<file path="src/rtl/cam_pkg.sv">
package cam_pkg;

   // Widest word the shared compare helper accepts.
   localparam int CAM_MAX_WIDTH = 64;

   typedef logic [CAM_MAX_WIDTH-1:0] cam_bits_t;

   // A valid word hits when every position selected by the key agrees.
   function automatic logic masked_hit(input cam_bits_t word,
                                       input logic      valid,
                                       input cam_bits_t arg,
                                       input cam_bits_t key);
      return valid && (((word ^ arg) & key) == '0);
   endfunction

endpackage

</file>
<file path="src/rtl/assoc_query_regs.sv">
module assoc_query_regs #(
   parameter int WIDTH = 8
) (
   input  logic             clk,
   input  logic             rst_n,
   input  logic             arg_load,
   input  logic [WIDTH-1:0] arg_in,
   input  logic             key_load,
   input  logic [WIDTH-1:0] key_in,
   output logic [WIDTH-1:0] arg_eff,
   output logic [WIDTH-1:0] key_eff
);

   logic [WIDTH-1:0] arg_q;
   logic [WIDTH-1:0] key_q;

   always_ff @(posedge clk or negedge rst_n) begin
      if (!rst_n) begin
         arg_q <= '0;
         key_q <= '1;
      end else begin
         if (arg_load) arg_q <= arg_in;
         if (key_load) key_q <= key_in;
      end
   end

   // A load in the same cycle as a search is seen by that search.
   assign arg_eff = arg_load ? arg_in : arg_q;
   assign key_eff = key_load ? key_in : key_q;

endmodule

</file>
<file path="src/rtl/assoc_entry.sv">
module assoc_entry #(
   parameter int WIDTH = 8
) (
   input  logic             clk,
   input  logic             rst_n,
   input  logic             wr_sel,
   input  logic [WIDTH-1:0] wr_data,
   input  logic             wr_valid,
   input  logic             search,
   input  logic [WIDTH-1:0] arg_eff,
   input  logic [WIDTH-1:0] key_eff,
   output logic [WIDTH-1:0] word_q,
   output logic             valid_q,
   output logic             match_q
);

   logic [WIDTH-1:0] word_eff;
   logic             valid_eff;

   // Write first: the search of the same cycle compares the incoming word.
   assign word_eff  = wr_sel ? wr_data  : word_q;
   assign valid_eff = wr_sel ? wr_valid : valid_q;

   always_ff @(posedge clk or negedge rst_n) begin
      if (!rst_n) begin
         word_q  <= '0;
         valid_q <= 1'b0;
         match_q <= 1'b0;
      end else begin
         if (wr_sel) begin
            word_q  <= wr_data;
            valid_q <= wr_valid;
         end
         if (search) begin
            match_q <= cam_pkg::masked_hit(cam_pkg::CAM_MAX_WIDTH'(word_eff), valid_eff,
                                           cam_pkg::CAM_MAX_WIDTH'(arg_eff),
                                           cam_pkg::CAM_MAX_WIDTH'(key_eff));
         end
      end
   end

   // an invalid slot never reports a hit
   p_invalid_nohit_r5: assert property (@(posedge clk) disable iff (!rst_n)
      (search && !valid_eff) |=> !match_q);

   // an all-zero key hits every valid slot
   p_zero_key_hit_r4: assert property (@(posedge clk) disable iff (!rst_n)
      (search && valid_eff && (key_eff == '0)) |=> match_q);

endmodule

</file>
<file path="src/rtl/assoc_match_array.sv">
module assoc_match_array #(
   parameter  int WORDS = 16,
   parameter  int WIDTH = 8,
   localparam int IDX_W = (WORDS > 1) ? $clog2(WORDS) : 1
) (
   input  logic             clk,
   input  logic             rst_n,
   input  logic             wr_en,
   input  logic [IDX_W-1:0] wr_idx,
   input  logic [WIDTH-1:0] wr_data,
   input  logic             wr_valid,
   input  logic             rd_en,
   input  logic [IDX_W-1:0] rd_idx,
   output logic [WIDTH-1:0] rd_data,
   output logic             rd_valid,
   input  logic             arg_load,
   input  logic [WIDTH-1:0] arg_in,
   input  logic             key_load,
   input  logic [WIDTH-1:0] key_in,
   input  logic             search,
   output logic [WORDS-1:0] match_o
);

   // Elaboration-time parameter checks
   if (WORDS < 2) begin : g_bad_words
      $error("assoc_match_array: WORDS must be at least 2");
   end
   if (WIDTH < 1 || WIDTH > cam_pkg::CAM_MAX_WIDTH) begin : g_bad_width
      $error("assoc_match_array: WIDTH out of range");
   end

   logic [WIDTH-1:0] arg_eff;
   logic [WIDTH-1:0] key_eff;
   logic [WIDTH-1:0] words  [WORDS];
   logic [WORDS-1:0] valids;

   assoc_query_regs #(.WIDTH(WIDTH)) u_query (
      .clk      (clk),
      .rst_n    (rst_n),
      .arg_load (arg_load),
      .arg_in   (arg_in),
      .key_load (key_load),
      .key_in   (key_in),
      .arg_eff  (arg_eff),
      .key_eff  (key_eff)
   );

   for (genvar i = 0; i < WORDS; i++) begin : g_entry
      logic sel;
      assign sel = wr_en && (wr_idx == IDX_W'(i));
      assoc_entry #(.WIDTH(WIDTH)) u_entry (
         .clk      (clk),
         .rst_n    (rst_n),
         .wr_sel   (sel),
         .wr_data  (wr_data),
         .wr_valid (wr_valid),
         .search   (search),
         .arg_eff  (arg_eff),
         .key_eff  (key_eff),
         .word_q   (words[i]),
         .valid_q  (valids[i]),
         .match_q  (match_o[i])
      );
   end

   // Registered read: it samples the contents held before this edge's write.
   always_ff @(posedge clk or negedge rst_n) begin
      if (!rst_n) begin
         rd_data  <= '0;
         rd_valid <= 1'b0;
      end else if (rd_en) begin
         if (int'(rd_idx) < WORDS) begin
            rd_data  <= words[rd_idx];
            rd_valid <= valids[rd_idx];
         end else begin
            rd_data  <= '0;
            rd_valid <= 1'b0;
         end
      end
   end

   // the match register holds between searches
   p_match_hold_r6: assert property (@(posedge clk) disable iff (!rst_n)
      !search |=> $stable(match_o));

   // reset leaves an empty match register
   p_reset_clear_r1: assert property (@(posedge clk)
      !rst_n |=> (match_o == '0));

endmodule

</file>
<file path="config.mk">
export PLATFORM = sky130hd
export DESIGN_NAME = assoc_match_array
export DESIGN_NICKNAME = d
export VERILOG_FILES = /design/src/rtl/cam_pkg.sv /design/src/rtl/assoc_query_regs.sv /design/src/rtl/assoc_entry.sv /design/src/rtl/assoc_match_array.sv
export SDC_FILE = /design/constraint.sdc
export NUM_CORES = 1
export LEC_CHECK = 0
export CAP_MARGIN = 20
export CORE_MARGIN = 3
export CORE_UTILIZATION = 64
export CTS_CLUSTER_SIZE = 10
export DETAILED_ROUTE_END_ITERATION = 8
export PLACE_DENSITY = 0.82
export SLEW_MARGIN = 30
export SYNTH_ARGS = -nofsm -noshare
export SYNTH_HDL_FRONTEND = slang
export SYNTH_SLANG_ARGS = --single-unit
</file>
<file path="constraint.sdc">
create_clock -name clk -period 4.5 [get_ports clk]
set_input_delay 0.9 -clock clk [delete_from_list [all_inputs] [get_ports clk]]
set_output_delay 0.9 -clock clk [all_outputs]
set_load 0.005 [all_outputs]
</file>
* Yosys cells after proc, flatten, opt, wreduce, memory -nomap -nowiden *
Index checks and enable logic that the tools add are counted.

operators by class
  order comparisons = 2
  muxes and demuxes = 39
  equal/unequal tests = 15
  bitwise logic cells = 33
  reductions and logical operators = 49

operator list
  kind                                                                   number
  64-bit by 8-bit bitwise AND with 64-bit output                         16
  64-bit logical NOT                                                     16
  8-bit 2-to-1 mux                                                       20
  8-bit XOR                                                              16
  8-bit binary-select mux with 4-bit select                              1
  4-bit equality test, second input constant                             8
  1-bit logical AND                                                      32
  1-bit 2-to-1 mux                                                       17
  4-bit by 3-bit equality test with 1-bit output, second input constant  4
  4-bit by 2-bit equality test with 1-bit output, second input constant  2
  5-bit greater-or-equal comparator, second input constant               1
  4-bit by 5-bit < comparator with 1-bit output, second input constant   1
  4-bit inverter with 5-bit output                                       1
  1-bit binary-select mux with 4-bit select                              1
  4-bit by 1-bit equality test with 1-bit output, second input constant  1
  4-bit logical NOT                                                      1

word-level totals
  flip-flop bits (word level) = 185
  input bits = 40
  output and inout port bits = 25

* Logic depth before layout (Yosys ltp) *
Gate-level depths: netlist of run 1.

  depth after elaboration = 7
  mapped depth = 9
  gate-level depth less buffers = 7

* Modules after synthesis *
A second synthesis of run 1 with hierarchy kept.

unflattened totals
  cells, all modules = 763
  area total of the unflattened synthesis = 10221.1 µm²

by module, submodules not included
  module             seq. area each (µm²)  instances  area each (µm²)  cells an instance
  assoc_entry        250.2                 16         495.5            38
  assoc_match_array  225.2                 1          1620.3           121
  assoc_query_regs   410.4                 1          673.1            34

* Worst setup path after synthesis of run 1 *
OpenSTA, ideal clock, no wires.

  path type = input -> register
  from = in rd_idx[0]
  to = reg rd_data[0]
  library setup time = 0.125 ns
  arrival = 2.881 ns
  cell stages on the path = 5
  setup slack = 1.495 ns
  cells stage by stage = clkbuf_1 -> buf_2 -> mux4_2 -> mux4_2 -> mux2_2

on the way
  word-level cells in the longest chain between the ends = 4

RTL lines
  element                                                 RTL line                 RTL
  start: declaration                                      assoc_match_array.sv:13  input logic [IDX_W-1:0] rd_idx,
  4-bit inverter with 5-bit output (implied by the code)  assoc_match_array.sv:73  rd_data <= words[rd_idx];
  8-bit binary-select mux with 4-bit select               assoc_match_array.sv:73
  8-bit 2-to-1 mux (implied by the code) (2 in series)    assoc_match_array.sv:73
  end signal: assignment                                  assoc_match_array.sv:73
  end: declaration                                        assoc_match_array.sv:14  output logic [WIDTH-1:0] rd_data,

Every way passes these cells. The select of a mux whose other input is x is not followed.
A chain may end at the register's enable or synchronous reset.

* Final worst setup path of run 1 *
  from = in arg_load
  to = reg g_entry[8].u_entry.match_q

on the way
  word-level cells in the longest chain between the ends = 5

RTL lines
  element                                         RTL line                 RTL
  start: declaration                              assoc_match_array.sv:16  input logic arg_load,
  8-bit 2-to-1 mux                                n/a
  named net arg_eff[6]                            assoc_match_array.sv:32  logic [WIDTH-1:0] arg_eff;
  8-bit XOR                                       cam_pkg.sv:13            return valid && (((word ^ arg) & key) == '0);
  64-bit by 8-bit bitwise AND with 64-bit output  cam_pkg.sv:13
  64-bit logical NOT                              cam_pkg.sv:13
  1-bit logical AND                               cam_pkg.sv:13
  end signal: assignment                          assoc_entry.sv:35        match_q <= cam_pkg::masked_hit(cam_pkg::CAM_MAX_WIDTH'(word_eff), valid_eff,
  end: declaration                                assoc_entry.sv:14        output logic match_q

The timed path passes the listed nets, and every way through them passes these cells.

==> results of run 1 <==
## cell usage after synthesis, types with 2 or more instances
library cell and instances:
mux2i_4 2, mux2i_1 31, buf_2 11, xnor2_1 74, nand2b_1 5, o2111a_1 5, o221ai_1 6, clkbuf_1 22
or4b_1 2, dfstp_2 8, a22oi_1 16, clkinv_1 5, nor2_1 17, o22ai_1 3, o21ai_0 7, nand3b_1 2
dfrtp_1 177, o41ai_1 4, nor2_2 6, mux2_4 2, o2bb2ai_1 2, mux2i_2 3, buf_4 16, buf_1 6
a211oi_1 2, nor3_2 3, o32ai_1 3, nand3_1 5, mux2_2 154, a32o_1 6, mux4_2 45, a221o_1 2
inv_1 11, o2111ai_1 18, nand2_1 59
## area by class of cell
| cell class | count | share of cell area [%] |
|---|---|---|
| multi-input cells | 494 | 43.5 |
| flip-flops and latches | 185 | 40.6 |
| repair buffers | 93 | 7.77 |
| clock buffers | 21 | 4.11 |
| well taps | 184 | 2.01 |
| clock inverters | 11 | 1.49 |
| inverters | 17 | 0.558 |
## metal layers
metal / share of wire, % / vias to the layer above / track usage, %
met1: 40 / 3627 / 46.5
met4: 3.7 / 0 / 14.2
met3: 8.9 / 81 / 9.47
met2: 48 / 361 / 55.2
met5: 0 / - / 0
li1: - / 2897 / -
## power by group
group | leakage [uW] | switching (uW) | total, uW | internal [uW]
combinational | 0.00207 | 792 | 1630 | 842
sequential | 0.00228 | 200 | 2230 | 2030
clock | 0.000294 | 652 | 1630 | 974
## critical path, stage by stage
cell,delay (ns)
clkdlybuf4s50_1,1.04
mux2i_4,0.60
inv_2,0.27
xnor2_1,0.26
o221ai_1,0.17
or4b_1,0.54
o2bb2ai_1,0.13
## kinds of logic after synthesis
group	share of synthesized area, %
flip-flops	46.5
AND/OR/NAND/NOR	5.03
AO/OA/AOI/OAI	6.53
XOR/XNOR	6.50
buffers and inverters	3.56
multiplexers	31.8
## flip-flops by register name, indices dropped and copies added (netlist names)
register,count
g_entry.u_entry.word_q,128
g_entry.u_entry.match_q,16
g_entry.u_entry.valid_q,16
rd_data,8
u_query.arg_q,8
u_query.key_q,8
rd_valid,1
## layout by cell type, fill, tap and decap left out, drive strengths merged, types with 7 or more instances in the layout
cell | netlist | layout
a22oi | 16 | 16
buf | 34 | 32
clkbuf | 22 | 21
clkdlybuf4s50 | 0 | 61
dfrtp | 177 | 177
dfstp | 8 | 8
inv | 12 | 12
mux2 | 156 | 156
mux2i | 36 | 36
mux4 | 45 | 45
nand2 | 60 | 60
nor2 | 23 | 23
o2111ai | 18 | 18
o21ai | 7 | 7
xnor2 | 74 | 74
## how the worst max path moves through the flow
stage / from / end / slack, ns / depth (start not counted)
global route: arg_load / g_entry[2].u_entry.match_q$_DFFE_PN0P_ / 0.82 / 8
global placement: arg_load / g_entry[2].u_entry.match_q$_DFFE_PN0P_ / 0.71 / 8
detailed placement: arg_load / g_entry[8].u_entry.match_q$_DFFE_PN0P_ / 0.49 / 7
CTS: arg_load / g_entry[8].u_entry.match_q$_DFFE_PN0P_ / 0.95 / 7
finish: arg_load / g_entry[8].u_entry.match_q$_DFFE_PN0P_ / 0.92 / 7
floorplan: rd_idx[0] / rd_data[0]$_DFFE_PN0P_ / 1.49 / 5
## per-stage QoR
stage | cells | instance area [um^2]
floorplan | 752 | 9970
global placement | 972 | 10800
detailed placement | 972 | 10800
CTS | 1004 | 11400
global route | 1005 | 11400
finish | 1005 | 11400
==> results.ini, run 1 <==
[clock_tree]
clock_latency_ns = 0.43
cts_buffers = 17
htreeDepth = 4
clockBufferDepth = 2
cts_hold_buf = 0
cts.sinks = 185
path_clk_slew_ns = 0.06
cts_root_buffer = clkbuf_16
cts_resized = 0
post_cts_buffers = 0
cts_tree = yes

[grt]
grt_pass1_wl_mm = 43.7
grt_use_total_pct = 35.0
grt_max_degree = 122
grt_pass1_vias = 7357
grt-ovfl-total = 0
antenna_found_initial = 0

[timing]
fin_crit_sh_pct = 79.6
worst_pin_slew_ns = 0.876
rsz0062_at_grt = false
max_freq_ghz = 0.279
setup_violations = 0
finClkSkew_ns = 0.00888
fin_tns_setup_ns = 0
holdWs_ns = 0.339
layout_setup_ws_ns = 0.919
drv_slew = 0
finalCriticalPeriod_ns = 3.58
hold_violations = 0
relSlewSlack_pct = 41.4

[yosys]
syn-cell-area_um2 = 9970
synth_top_area_share_pct = 44.4
synth-async-reset-ratio_pct = 100
synth.distinct_cells = 47
synthFlopType = dfrtp_1
synthesis.nets = 792
avgSynthCellArea_um2 = 13.3
synth_edf_count = 0
postSynthCellCount = 752
synth-seq-cells = 185
ys.warnings.count = 0
seq_area_frac_synth_pct = 46.5
synthTopCellsByArea = dfrtp_1, mux2_2, mux4_2
synth_largest_area_cell = dfrtp_1

[floorplanning]
die_area_um2 = 17100
coreArea_um2 = 14900
die_w_um = 131
start_util_pct = 67.1
rows = 44
die_y_um = 131
ioPinCount = 65

[placement]
dp_slack_ns = 0.495
dpl.hpwl_mm = 20.4
io_buffers = 64
place.gp.congestion = 0.929

[route]
num_vias = 6966
drc = 0
ant_nets = 0
avgViaCountPerCell = 6.93
drt-total-wl_mm = 28.5
drtIter0Drc = 727
dr.pass1.iters = 5
routedWlPerCell_um = 28.4

[setup_path]
r2r_start = u_query.key_q[4]$_DFF_PN1_
reg2reg_depth = 6
required_ns = 4.86
startpoint_type = input pin
critPathMaxFanout = 10
critical_path_class = in -> reg
critical_path_arrival_ns = 3.94
r2r_setup_slack_ns = 2.09
r2r_end = g_entry[2].u_entry.match_q$_DFFE_PN0P_
cp-end-kind = flip-flop

[pwr]
peakVddDrop_uv = 301
p_leak_uw = 0.00464
p_per_area_nw_per_um2 = 480
power_uw = 5490

[cells_and_area]
multi_input_area_um2 = 4970
drive_above_1_share_pct = 35.6
diodes = 0
seqCellArea_um2 = 4640
nNetsFinal = 848
num-fill-cells = 895
syn2layout_area_growth_pct = 14.7
final_util_pct = 76.9

[run_status]
status = finished clean

[run]
drv_cap = 0

[hold_path]
min-delay-path-class = in -> async

No activity file was read; power rests on OpenSTA's default activity.
==> run 2, diff against run 1 <==
--- a/config.mk
+++ b/config.mk
@@ -7,10 +7,10 @@
 export LEC_CHECK = 0
 export CAP_MARGIN = 20
 export CORE_MARGIN = 3
-export CORE_UTILIZATION = 64
+export CORE_UTILIZATION = 54
 export CTS_CLUSTER_SIZE = 10
 export DETAILED_ROUTE_END_ITERATION = 8
-export PLACE_DENSITY = 0.82
+export PLACE_DENSITY = 0.74
 export SLEW_MARGIN = 30
 export SYNTH_ARGS = -nofsm -noshare
 export SYNTH_HDL_FRONTEND = slang
==> constraint.sdc (replaced) <==
create_clock -name clk -period 3.1 [get_ports clk]
set_input_delay 0.62 -clock clk [delete_from_list [all_inputs] [get_ports clk]]
set_output_delay 0.62 -clock clk [all_outputs]
set_load 0.005 [all_outputs]
==> run 2 against run 1 <==
Compared with the run above: final cell count is 10% higher; combinational power is 49% higher; global-route usage is 5.0 points lower; via count is 0.92% higher; register-to-register slack worse by 1.2 ns.
==> results.ini, run 2 (synthesis gave the netlist of run 1 again) <==
[clock_tree]
path_clk_slew_ns = 0.07
cts_tree = yes
htreeDepth = 4
clock_latency_ns = 0.44
post_cts_buffers = 0
clockBufferDepth = 2
cts_hold_buf = 0
cts_buffers = 17
cts_root_buffer = clkbuf_16
cts.sinks = 185
cts_resized = 0

[timing]
holdWs_ns = 0.186
setup_violations = 0
relSlewSlack_pct = 52.7
finalCriticalPeriod_ns = 2.90
drv_slew = 0
finClkSkew_ns = 0.0117
fin_tns_setup_ns = 0
worst_pin_slew_ns = 0.707
fin_crit_sh_pct = 93.6
max_freq_ghz = 0.345
layout_setup_ws_ns = 0.199
hold_violations = 0
rsz0062_at_grt = false

[cells_and_area]
drive_above_1_share_pct = 39.6
multi_input_area_um2 = 4970
reg_top3 = g_entry.u_entry.word_q x128, g_entry.u_entry.match_q x16, g_entry.u_entry.valid_q x16
num-fill-cells = 1320
seqCellArea_um2 = 4640
mostFrequentLayoutCells = dfrtp_1, mux2_2, buf_4
nNetsFinal = 905
diodes = 0
layout_commonest_cell = dfrtp_1
syn2layout_area_growth_pct = 19.8
largest_reg_flops = 128
top_register = g_entry.u_entry.word_q
final_util_pct = 66.2

[pwr]
clockPowerShare_pct = 27.7
p_leak_uw = 0.00492
p_seq_share_pct = 41.3
comb_power_share_pct = 31.1
p_int_uw = 5440
p_per_area_nw_per_um2 = 657
p_sw_uw = 2400
p_sw_share_pct = 30.7
peakVddDrop_uv = 445

[route]
drt-total-wl_mm = 29.3
routedWlPerCell_um = 26.5
avgViaCountPerCell = 6.36
num_vias = 7030
drtIter0Drc = 625
ant_nets = 0
dr.pass1.iters = 5
drc = 0

[placement]
place.gp.congestion = 0.911
io_buffers = 64
dp_slack_ns = -0.158
dpl.hpwl_mm = 21.6

[grt]
grt_use_total_pct = 30.0
grt_pass1_wl_mm = 44.9
grt-ovfl-total = 0
grt_pass1_vias = 7404
grt_max_degree = 68
antenna_found_initial = 1

[floorplanning]
die_area_um2 = 20100
rows = 49
ioPinCount = 65
coreArea_um2 = 18000
die_w_um = 142
die_y_um = 142
start_util_pct = 55.3

[setup_path]
critical_path_class = in -> reg
reg2reg_depth = 7
required_ns = 3.45
critical_path_arrival_ns = 3.26
critPathMaxFanout = 7
cp-end-kind = flip-flop
r2r_end = g_entry[3].u_entry.match_q$_DFFE_PN0P_
startpoint_type = input pin
r2r_start = u_query.key_q[0]$_DFF_PN1_
r2r_setup_slack_ns = 0.90

[run_status]
status = finished clean

[hold_path]
min-delay-path-class = in -> async

[run]
drv_cap = 0

==> run 2: area by class of cell <==
class	count	area share (%)
multi-input cells	494	41.7
flip-flops and latches	185	38.9
repair buffers	150	11.8
clock buffers	20	3.74
well taps	229	2.40
clock inverters	11	1.03
inverters	17	0.534
==> run 2: how the worst max path moves through the flow <==
stage | from | end | slack [ns] | depth (start not counted)
6_report | wr_en | g_entry[8].u_entry.match_q$_DFFE_PN0P_ | 0.20 | 8
5_1_grt | key_load | g_entry[11].u_entry.match_q$_DFFE_PN0P_ | 0.14 | 7
4_1_cts | wr_en | g_entry[8].u_entry.match_q$_DFFE_PN0P_ | 0.27 | 8
3_5_place_dp | wr_idx[0] | g_entry[1].u_entry.match_q$_DFFE_PN0P_ | -0.16 | 9
3_3_place_gp | key_load | g_entry[10].u_entry.match_q$_DFFE_PN0P_ | -0.16 | 6
2_1_floorplan | rd_idx[0] | rd_data[0]$_DFFE_PN0P_ | 0.37 | 5
==> run 2: worst max-delay path, stage by stage <==
cell	delay [ns]
clkdlybuf4s50_1	0.60
nor3b_2	0.26
nand3b_2	0.23
mux2_2	0.35
xnor2_1	0.28
o221ai_1	0.20
or4b_1	0.55
o2bb2ai_1	0.16
==> run 2: through the flow <==
step | total power (uW) | instances | cell area, um^2
after CTS | 7820 | 1106 | 11900
after global placement | 5560 | 1075 | 11400
after floorplan | 4780 | 752 | 9970
after global routing | 8150 | 1106 | 11900
after detailed placement | 5660 | 1075 | 11400
final | 7840 | 1106 | 11900
==> run 2: power groups by stage <==
| stage | clock (uW) | combinational (uW) | sequential, uW |
|---|---|---|---|
| detailed placement | 0 | 2390 | 3270 |
| global placement | 0 | 2330 | 3230 |
| global route | 2290 | 2580 | 3280 |
| CTS | 2180 | 2410 | 3230 |
| floorplan | 0 | 1620 | 3160 |
| finish | 2170 | 2430 | 3230 |
==> run 2: layer usage <==
metal  share of wire, %  vias to the layer above  track usage, %
met3                5.9                       61            5.09
met2                 50                      290            49.5
met5              0.044                        -               0
met1                 41                     3671            41.0
met4                2.6                        2            9.55
li1                   -                     3006               -
==> run 3, diff against run 2 <==
--- a/config.mk
+++ b/config.mk
@@ -8,10 +8,13 @@
 export CAP_MARGIN = 20
 export CORE_MARGIN = 3
 export CORE_UTILIZATION = 54
+export CTS_CLUSTER_DIAMETER = 30
 export CTS_CLUSTER_SIZE = 10
 export DETAILED_ROUTE_END_ITERATION = 8
 export PLACE_DENSITY = 0.74
+export SETUP_SLACK_MARGIN = 0.2
 export SLEW_MARGIN = 30
 export SYNTH_ARGS = -nofsm -noshare
 export SYNTH_HDL_FRONTEND = slang
 export SYNTH_SLANG_ARGS = --single-unit
+export TNS_END_PERCENT = 30
==> run 3 against run 2 <==
Compared with the run above: maximum frequency rose by 1.9%; final cell count did not move; register-to-register slack improved by 0.06 ns; clock-buffer cell count did not move; worst setup slack improved by 0.055 ns; sequential cell count did not move; non-clock buffer count did not move; critical path type unchanged; largest cell class unchanged; highest routed layer unchanged.
==> results.ini, run 3 (synthesis gave the netlist of run 1 again) <==
[timing]
layout_setup_ws_ns = 0.254
max_freq_ghz = 0.351
relSlewSlack_pct = 52.5
worst_pin_slew_ns = 0.710
rsz0062_at_grt = true
drv_slew = 0
finClkSkew_ns = 0.0106
fin_crit_sh_pct = 91.8
hold_violations = 0
finalCriticalPeriod_ns = 2.85
setup_violations = 0

[placement]
place.gp.congestion = 0.911
dp_slack_ns = -0.158
io_buffers = 64
dpl.hpwl_mm = 21.6
place_inst = 1075

[clock_tree]
htreeDepth = 4
clockBufferDepth = 2
cts_buffers = 17
cts_root_buffer = clkbuf_16
clock_latency_ns = 0.44
path_clk_slew_ns = 0.07
cts.sinks = 185
cts_hold_buf = 0
cts_tree = yes

[route]
drc = 0
routedWlPerCell_um = 26.5
ant_nets = 0
dr.pass1.iters = 4
avgViaCountPerCell = 6.38
num_vias = 7056
drt-total-wl_mm = 29.3
drtIter0Drc = 642

[floorplanning]
die_w_um = 142
ioPinCount = 65
coreArea_um2 = 18000
start_util_pct = 55.3
rows = 49
die_y_um = 142
die_area_um2 = 20100

[pwr]
p_int_uw = 5440
clockPowerShare_pct = 27.7
power_uw = 7840
p_sw_share_pct = 30.6
p_leak_uw = 0.00495
peakVddDrop_uv = 447
p_sw_uw = 2400
p_per_area_nw_per_um2 = 655
p_seq_share_pct = 41.3
comb_power_share_pct = 31.1

[cells_and_area]
stdcell_count = 1106
largest_reg_flops = 128
drive_above_1_share_pct = 39.8
final_util_pct = 66.4
layout_commonest_cell = dfrtp_1
reg_top3 = g_entry.u_entry.word_q x128, g_entry.u_entry.match_q x16, g_entry.u_entry.valid_q x16
syn2layout_area_growth_pct = 20.0
diodes = 0
top_register = g_entry.u_entry.word_q
mostFrequentLayoutCells = dfrtp_1, mux2_2, buf_4
nNetsFinal = 905
num-fill-cells = 1319

[setup_path]
cp-end-kind = flip-flop
critical_path_arrival_ns = 3.20
critPathMaxFanout = 5
critical_path_class = in -> reg
startpoint_type = input pin
required_ns = 3.45

[grt]
grt_pass1_wl_mm = 44.9
antenna_found_initial = 1
grt-ovfl-total = 0
grt_pass1_vias = 7404
grt_max_degree = 68
grt_use_total_pct = 30.0

[hold_path]
min-delay-path-class = in -> async

[run]
drv_cap = 0

[run_status]
status = finished clean

run 3: cell count changes in the layout (fill, tap and decap cells not counted):
| cell | delta |
|---|---|
| clkdlybuf4s50_1 | -3 |
| dlymetal6s2s_1 | +3 |
| mux2i_1 | -2 |
| mux2i_2 | +2 |
| nor3b_4 | +1 |
| nor3b_2 | -1 |
run 3: worst paths after layout:
check                                                        start                                 endpoint  slack (ns)  cells after the start
max                                                      wr_idx[2]   g_entry[8].u_entry.match_q$_DFFE_PN0P_        0.25                      9
min                                                          rst_n   g_entry[1].u_entry.word_q[1]$_DFF_PN0_        0.19                      1
max reg2reg                             u_query.key_q[0]$_DFF_PN1_   g_entry[3].u_entry.match_q$_DFFE_PN0P_        0.96                      7
min reg2reg                g_entry[10].u_entry.match_q$_DFFE_PN0P_  g_entry[10].u_entry.match_q$_DFFE_PN0P_        0.50                      2
max in group asynchronous                                    rst_n               u_query.key_q[0]$_DFF_PN1_        2.03                      2
min in group clk           g_entry[10].u_entry.match_q$_DFFE_PN0P_  g_entry[10].u_entry.match_q$_DFFE_PN0P_        0.50                      2
run 3: critical path, stage by stage:
cell             delay (ns)
clkdlybuf4s50_1        0.45
buf_4                  0.18
nor3b_4                0.19
nand3b_2               0.22
mux2_2                 0.35
xnor2_1                0.28
o221ai_1               0.19
or4b_1                 0.55
o2bb2ai_1              0.16
run 3: what timing repair did:
action                     in CTS  in global routing
setup endpoints to repair       0                  7
resized for setup               0                  6
hold endpoints to repair        0                  0
buffers inserted                0                  0
run 3: power by group through the flow:
stage               logic [uW]  registers, uW  clock network (uW)
global placement          2330           3230                   0
detailed placement        2390           3270                   0
global route              2590           3280                2290
floorplan                 1620           3160                   0
finish                    2430           3240                2170
CTS                       2410           3230                2180
run 3: per-stage QoR:
stage / hold slack, ns / instance area, um^2 / setup TNS, ns
floorplan: 0.324 / 9970 / 0
global placement: 0.479 / 11400 / -0.562
detailed placement: 0.495 / 11400 / -0.831
CTS: 0.199 / 11900 / 0
global route: 0.223 / 12000 / 0
finish: 0.191 / 12000 / 0
run 3: layer usage:
layer / vias up / part of all wire (%) / track usage [%]
li1: 3010 / - / -
met1: 3709 / 41 / 41.0
met2: 281 / 51 / 49.5
met3: 54 / 5.5 / 5.09
met4: 2 / 2.4 / 9.55
met5: - / 0.044 / 0
run 3: cell type report:
| type | instances | area (um^2) | share of cell area (%) |
|---|---|---|---|
| Sequential cell | 185 | 4640 | 38.8 |
| Inverter | 17 | 63.8 | 0.534 |
| Clock inverter | 11 | 123 | 1.03 |
| Timing Repair Buffer | 150 | 1410 | 11.8 |
| Multi-Input combinational cell | 494 | 4990 | 41.7 |
| Clock buffer | 20 | 447 | 3.73 |
| Tap cell | 229 | 287 | 2.40 |
